### src/rtl/isu_pkg.sv
package isu_pkg;

  // Host register selects.
  typedef enum logic [2:0] {
    REG_ENABLE   = 3'd0,
    REG_STATUS   = 3'd1,
    REG_VECTOR   = 3'd2,
    REG_DMACFG   = 3'd3,
    REG_SELFTEST = 3'd4
  } regSel_e;

  // Strobes from control to datapath.
  typedef struct packed {
    logic    enWrite;
    logic    stWrite;
    logic    dmaWrite;
    logic    testWrite;
    logic    vecRead;
    logic    rdCapture;
    regSel_e rdSel;
  } hostStrobe_t;

endpackage

### src/rtl/isu_ctrl.sv
module isu_ctrl
  import isu_pkg::*;
(
  input  logic        clk,
  input  logic        rstN,
  input  logic        regWrEn,
  input  logic        regRdEn,
  input  logic [2:0]  regAddr,
  output hostStrobe_t strb
);

  regSel_e sel;
  assign sel = regSel_e'(regAddr);

  always_comb begin
    strb           = '0;
    strb.rdSel     = sel;
    strb.rdCapture = regRdEn;
    strb.vecRead   = regRdEn && (sel == REG_VECTOR);
    if (regWrEn) begin
      unique case (sel)
        REG_ENABLE:   strb.enWrite   = 1'b1;
        REG_STATUS:   strb.stWrite   = 1'b1;
        REG_DMACFG:   strb.dmaWrite  = 1'b1;
        REG_SELFTEST: strb.testWrite = 1'b1;
        default:      ;
      endcase
    end
  end

  // a single host write touches at most one register.
  assert_one_write_R5: assert property (@(posedge clk) disable iff (!rstN)
    $onehot0({strb.enWrite, strb.stWrite, strb.dmaWrite, strb.testWrite}));

endmodule

### src/rtl/isu_datapath.sv
module isu_datapath
  import isu_pkg::*;
#(
  parameter int DATA_W    = 16,
  parameter int NEWER_REV = 1
) (
  input  logic              clk,
  input  logic              rstN,
  input  hostStrobe_t       strb,
  input  logic [DATA_W-1:0] wrData,
  input  logic [DATA_W-1:0] evtSet,
  input  logic              busBusy,
  output logic [DATA_W-1:0] rdData,
  output logic              irqOut,
  output logic              dmaRxReq,
  output logic              dmaTxReq
);

  localparam int MASK_W    = (NEWER_REV != 0) ? 6 : 5;
  localparam int VEC_W     = $clog2(DATA_W + 1);
  localparam int RX_BIT    = 3;
  localparam int TX_BIT    = 4;
  localparam int BUSY_BIT  = 12;
  localparam int RXDMA_BIT = 15;
  localparam int TXDMA_BIT = 7;
  localparam int FORCE_BIT = 11;
  localparam logic [DATA_W-1:0] W1C_MASK   = DATA_W'(16'h0027);
  localparam logic [DATA_W-1:0] FORCE_MASK = DATA_W'(16'h003f);
  localparam bit    REV_NEW  = (NEWER_REV != 0);

  logic [DATA_W-1:0] statusQ, statusD;
  logic [MASK_W-1:0] enableQ, enableD;
  logic              rxDmaEnQ, txDmaEnQ;
  logic [DATA_W-1:0] pending, vecHit, clrBits, setBits, rdNext;
  logic [VEC_W-1:0]  vecIdx;

  assign pending = statusQ & {{(DATA_W-MASK_W){1'b0}}, enableQ};

  // Lowest pending enabled event wins.
  always_comb begin
    vecIdx = '0;
    vecHit = '0;
    for (int i = DATA_W - 1; i >= 0; i--) begin
      if (pending[i]) begin
        vecIdx    = VEC_W'(i + 1);
        vecHit    = '0;
        vecHit[i] = 1'b1;
      end
    end
  end

  always_comb begin
    clrBits = strb.vecRead ? vecHit : '0;
    if (REV_NEW && strb.stWrite) clrBits = clrBits | (wrData & W1C_MASK);
    setBits = evtSet;
    if (REV_NEW && strb.testWrite && wrData[FORCE_BIT]) setBits = setBits | FORCE_MASK;
    statusD = (statusQ & ~clrBits) | setBits;   // set beats clear
  end

  always_comb begin
    enableD = enableQ;
    if (strb.enWrite) enableD = wrData[MASK_W-1:0];
    if (strb.dmaWrite) begin
      if (wrData[RXDMA_BIT]) enableD[RX_BIT] = 1'b0;
      if (wrData[TXDMA_BIT]) enableD[TX_BIT] = 1'b0;
    end
  end

  always_comb begin
    rdNext = '0;
    unique case (strb.rdSel)
      REG_ENABLE: rdNext = {{(DATA_W-MASK_W){1'b0}}, enableQ};
      REG_STATUS: begin
        rdNext = statusQ;
        rdNext[BUSY_BIT] = statusQ[BUSY_BIT] | busBusy;
      end
      REG_VECTOR: rdNext = DATA_W'(vecIdx);
      REG_DMACFG: begin
        rdNext[RXDMA_BIT] = rxDmaEnQ;
        rdNext[TXDMA_BIT] = txDmaEnQ;
      end
      default: rdNext = '0;
    endcase
  end

  always_ff @(posedge clk) begin
    if (!rstN) begin
      statusQ  <= '0;
      enableQ  <= '0;
      rxDmaEnQ <= 1'b0;
      txDmaEnQ <= 1'b0;
      rdData   <= '0;
    end else begin
      statusQ <= statusD;
      enableQ <= enableD;
      if (strb.dmaWrite) begin
        rxDmaEnQ <= wrData[RXDMA_BIT];
        txDmaEnQ <= wrData[TXDMA_BIT];
      end
      if (strb.rdCapture) rdData <= rdNext;
    end
  end

  assign irqOut   = |pending;
  assign dmaRxReq = rxDmaEnQ & statusQ[RX_BIT];
  assign dmaTxReq = txDmaEnQ & statusQ[TX_BIT];

  // every pulsed event is visible in status after the edge.
  assert_set_wins_R10: assert property (@(posedge clk) disable iff (!rstN)
    1'b1 |=> ((statusQ & $past(evtSet)) == $past(evtSet)));

  // a host status write never drops the ready bits.
  assert_ready_kept_R5: assert property (@(posedge clk) disable iff (!rstN)
    (strb.stWrite && !strb.vecRead) |=>
      ((statusQ[TX_BIT:RX_BIT] & $past(statusQ[TX_BIT:RX_BIT])) == $past(statusQ[TX_BIT:RX_BIT])));

  // enabling receive DMA masks the receive-ready interrupt.
  assert_dma_masks_R6: assert property (@(posedge clk) disable iff (!rstN)
    (strb.dmaWrite && wrData[RXDMA_BIT]) |=> !enableQ[RX_BIT]);

  // a vector read with nothing arriving removes exactly one pending event.
  assert_vector_clear_R4: assert property (@(posedge clk) disable iff (!rstN)
    (strb.vecRead && (pending != '0) && (evtSet == '0) && !strb.testWrite) |=>
      ($countones(pending) == $countones($past(pending)) - 1));

endmodule

### src/rtl/isu_top.sv
module isu_top
  import isu_pkg::*;
#(
  parameter int DATA_W    = 16,
  parameter int NEWER_REV = 1
) (
  input  logic              clk,
  input  logic              rstN,
  input  logic              regWrEn,
  input  logic              regRdEn,
  input  logic [2:0]        regAddr,
  input  logic [DATA_W-1:0] regWrData,
  output logic [DATA_W-1:0] regRdData,
  input  logic [DATA_W-1:0] evtSet,
  input  logic              busBusy,
  output logic              irqOut,
  output logic              dmaRxReq,
  output logic              dmaTxReq
);

  hostStrobe_t strb;

  isu_ctrl u_ctrl (
    .clk     (clk),
    .rstN    (rstN),
    .regWrEn (regWrEn),
    .regRdEn (regRdEn),
    .regAddr (regAddr),
    .strb    (strb)
  );

  isu_datapath #(.DATA_W(DATA_W), .NEWER_REV(NEWER_REV)) u_dp (
    .clk      (clk),
    .rstN     (rstN),
    .strb     (strb),
    .wrData   (regWrData),
    .evtSet   (evtSet),
    .busBusy  (busBusy),
    .rdData   (regRdData),
    .irqOut   (irqOut),
    .dmaRxReq (dmaRxReq),
    .dmaTxReq (dmaTxReq)
  );

endmodule

### config.mk
export PLATFORM = sky130hd
export DESIGN_NAME = isu_top
export DESIGN_NICKNAME = d
export VERILOG_FILES = /design/src/rtl/isu_pkg.sv /design/src/rtl/isu_ctrl.sv /design/src/rtl/isu_datapath.sv /design/src/rtl/isu_top.sv
export SDC_FILE = /design/constraint.sdc
export NUM_CORES = 1
export LEC_CHECK = 0
export CAP_MARGIN = 10
export CORE_UTILIZATION = 45
export DETAILED_ROUTE_END_ITERATION = 10
export PLACE_DENSITY = 0.79
export SYNTH_ARGS = -nofsm -noshare
export SYNTH_HDL_FRONTEND = slang
export SYNTH_SLANG_ARGS = --single-unit
### constraint.sdc
create_clock -name clk -period 1.46 [get_ports clk]
set_input_delay 0.219 -clock clk [delete_from_list [all_inputs] [get_ports clk]]
set_output_delay 0.219 -clock clk [all_outputs]
set_load 0.03 [all_outputs]
==> metrics.yaml <==
fill_cells: 315
vdd_drop_max_uv: 814.3
worstPathArrival_ps: 1230
detail_route.vias_per_cell: 5.112
postcts_setup_bufs: 0
cts_max_level: 2
synth_area_um2: 1788
final_layout_size_suffix_gt1_frac: 0.1685
holdWs_ps: 460.4
drc: 0
yosys_register_bits: 40
die_height_um: 65.04
avgSynthCellArea_um2: 9.216
overflow_left_after_global_routing: 0
clk_transition_reported_paths_ps: 80
rsz0062_at_grt: "true"
grt_max_degree: 44
yosys.area.top_type_share: 0.4479
clock.fmax_ghz: 0.6918
cap_viol_max_count: 0
final.min_clock_period_ps: 1446
crit_buf_inv: 1
rows: 22
drt_iter0_drc: 81
drt_pre_antenna_iters: 4
clk_path_buf_depth: 2
wire_per_inst_um: 13.54
final_max_slew_viol_count: 0
cts_tree: "yes"
ys_async_sr_fraction: 0
design.portCount: 59
critical_path.cell_chain: "and2_1 > dlygate4sd2_1"
worst_skew_pair.late_latency_ps: 290
place_congestion: 0.8245
grt_first_pass_wirelength_um: 7065
setup_tns_ps: 0
postRouteWirelength_um: 4346
fin_worst_skew_ps: 3.426
setup_viol: 0
hold_viol: 0
clock_buffers_created_by_tritoncts: 5
cts.sinks: 40
min-delay-path-class: "flop to flop"
drtAntennaViolNets: 0
antenna_found_initial: 0
detailed_placement_wirelength_estimate_um: 3191
cp_top_family: "flip-flops"
worst_path_max_delay_cell: "sky130_fd_sc_hd__dfxtp_1"
layout.nets: 312
yosysUniqueCellTypes: 34
slew_headroom: 0.7875
overall_track_demand_over_capacity_in_global_routing: 0.2199
ys_top_cells_by_area: "sky130_fd_sc_hd__dfxtp_1, sky130_fd_sc_hd__mux2i_1, sky130_fd_sc_hd__o21a_1, sky130_fd_sc_hd__a21boi_0, sky130_fd_sc_hd__nand3_1"
initial_core_util: 0.4776
netlist_instances: 194
setup.worst_path.class: "flop to primary output"
layout-area-overhead-vs-synth_pct: 46.26
synthesized_net_count: 234
vias: 1641
main_flop_type_after_synthesis: "sky130_fd_sc_hd__dfxtp_1"
cellPowerDensity_nw_per_um2: 865.2
p_leak_nw: 1.091
grt_pass1_vias: 1528
outcome: "finished clean"
synth_seq_area_share: 0.4479
period_share: 0.9901
critical_path_peak_fanout: 3
critPathRequiredTime_ps: 1240
ys.warnings.count: 0
number_of_flops_mapped_to_enable_cells_by_yosys: 0
antenna-diode-count: 0
core_um2: 3744
die_width_um: 65.04
worstMarginPinSlew_ps: 316.6
die-area_um2: 4230
io_buffers: 51
slowest_delay_ps: 390
synthDominantAreaCellType: "sky130_fd_sc_hd__dfxtp_1"
crit_path_start_kind: "flop"
clock-root-buffer: "sky130_fd_sc_hd__clkbuf_8"
timing.critical_path.to_type: "primary output"
-- sequential cells by signal, indices dropped and copies added, names as in the netlist --
signal	count
u_dp.rdData	16
u_dp.statusQ	16
u_dp.enableQ	6
u_dp.rxDmaEnQ	1
u_dp.txDmaEnQ	1
-- cell type report --
type	count	area [um2]	share of cell area
Multi-Input combinational cell	133	894.6	0.3421
Sequential cell	40	800.8	0.3062
Timing Repair Buffer	82	728.2	0.2785
Clock buffer	7	86.33	0.03301
Tap cell	48	60.06	0.02297
Inverter	10	37.54	0.01435
Clock inverter	1	7.507	0.002871
-- cell usage after synthesis (2+ instances only) --
cell type / n
sky130_fd_sc_hd__dfxtp_1: 40
sky130_fd_sc_hd__nand2_1: 17
sky130_fd_sc_hd__nand3_1: 13
sky130_fd_sc_hd__o21a_1: 13
sky130_fd_sc_hd__mux2i_1: 12
sky130_fd_sc_hd__a21boi_0: 10
sky130_fd_sc_hd__inv_1: 10
sky130_fd_sc_hd__nand2b_1: 9
sky130_fd_sc_hd__and2_1: 7
sky130_fd_sc_hd__o22ai_1: 7
sky130_fd_sc_hd__a21oi_1: 6
sky130_fd_sc_hd__clkbuf_1: 6
sky130_fd_sc_hd__nor2b_1: 6
sky130_fd_sc_hd__nor2_1: 5
sky130_fd_sc_hd__o21ai_0: 4
sky130_fd_sc_hd__buf_2: 3
sky130_fd_sc_hd__nand4_1: 3
sky130_fd_sc_hd__o2111ai_1: 3
sky130_fd_sc_hd__a22oi_1: 2
sky130_fd_sc_hd__and4bb_2: 2
sky130_fd_sc_hd__buf_6: 2
sky130_fd_sc_hd__o31a_1: 2
-- stage by stage --
step	utilization	power, W	instance area (um2)	worst slack, ps	instances
final	0.6985	0.002263	2615	14.43	321
after global routing	0.6985	0.002363	2615	-3.412	321
after CTS	0.6992	0.002278	2618	-59.88	321
after detailed placement	0.6795	0.001529	2544	-315.6	313
after global placement	0.6795	0.001523	2544	-274.2	313
after floorplan	-	0.001337	1788	202.0	194
-- kinds of logic after synthesis --
family | after synthesis | synth area share
AND/OR/NAND/NOR | 68 | 0.2197
AO/OA/AOI/OAI | 53 | 0.2106
flip-flops | 40 | 0.4479
buffers and inverters | 21 | 0.05458
multiplexers | 12 | 0.06718
-- per-layer routing --
layer  global-route usage  routed length (um)  up-vias
li1                     -                   -      840
met1               0.2930                2146      762
met2               0.3411                1981       35
met3              0.06338                 172        4
met4              0.06793                  44        0
met5                    0                   0        -
-- timing repair --
item | 4_1_cts | 5_1_grt
hold buffers | 0 | 0
resized for setup | 24 | 7
setup endpoints to repair | 20 | 19
gates cloned | 0 | 0
-- placed cells by master (no fill, tap or decap), types with 2 or more instances in the layout --
cell                              synthesis  routed
sky130_fd_sc_hd__nand2b_1                 9       9
sky130_fd_sc_hd__o21ai_0                  4       4
sky130_fd_sc_hd__o21a_1                  13      13
sky130_fd_sc_hd__buf_4                    0      30
sky130_fd_sc_hd__dfxtp_1                 40      40
sky130_fd_sc_hd__o2111ai_1                3       3
sky130_fd_sc_hd__clkbuf_8                 0       6
sky130_fd_sc_hd__nand3_1                 13      13
sky130_fd_sc_hd__o22ai_1                  7       7
sky130_fd_sc_hd__a21oi_1                  6       6
sky130_fd_sc_hd__dlymetal6s2s_1           0       2
sky130_fd_sc_hd__buf_2                    3       2
sky130_fd_sc_hd__clkdlybuf4s50_1          0      29
sky130_fd_sc_hd__nand4_1                  3       3
sky130_fd_sc_hd__a21boi_0                10      10
sky130_fd_sc_hd__mux2i_1                 12      12
sky130_fd_sc_hd__nor2_1                   5       5
sky130_fd_sc_hd__dlygate4sd2_1            0      18
sky130_fd_sc_hd__and2_1                   7       7
sky130_fd_sc_hd__nor2b_1                  6       6
sky130_fd_sc_hd__inv_1                   10      10
sky130_fd_sc_hd__and4bb_2                 2       2
sky130_fd_sc_hd__o31a_1                   2       2
sky130_fd_sc_hd__nand2_1                 17      17
-- where the power goes --
group          switching (W)  internal (W)  total (W)
sequential         0.0000242       0.00114    0.00116
clock               0.000380      0.000384   0.000764
combinational       0.000144      0.000195   0.000339
total               0.000548       0.00171    0.00226
-- path summary, 6_finish.rpt --
kind / startpoint / endpoint / slack (ps) / depth (start not counted)
max: u_dp.statusQ[3]$_SDFF_PN0_ / dmaRxReq / 10 / 2
min: u_dp.statusQ[9]$_SDFF_PN0_ / u_dp.statusQ[9]$_SDFF_PN0_ / 460 / 1
max reg2reg: u_dp.enableQ[2]$_SDFFE_PN0P_ / u_dp.statusQ[3]$_SDFF_PN0_ / 150 / 5
min reg2reg: u_dp.statusQ[9]$_SDFF_PN0_ / u_dp.statusQ[9]$_SDFF_PN0_ / 460 / 1
(Power assumes the default switching activity.)
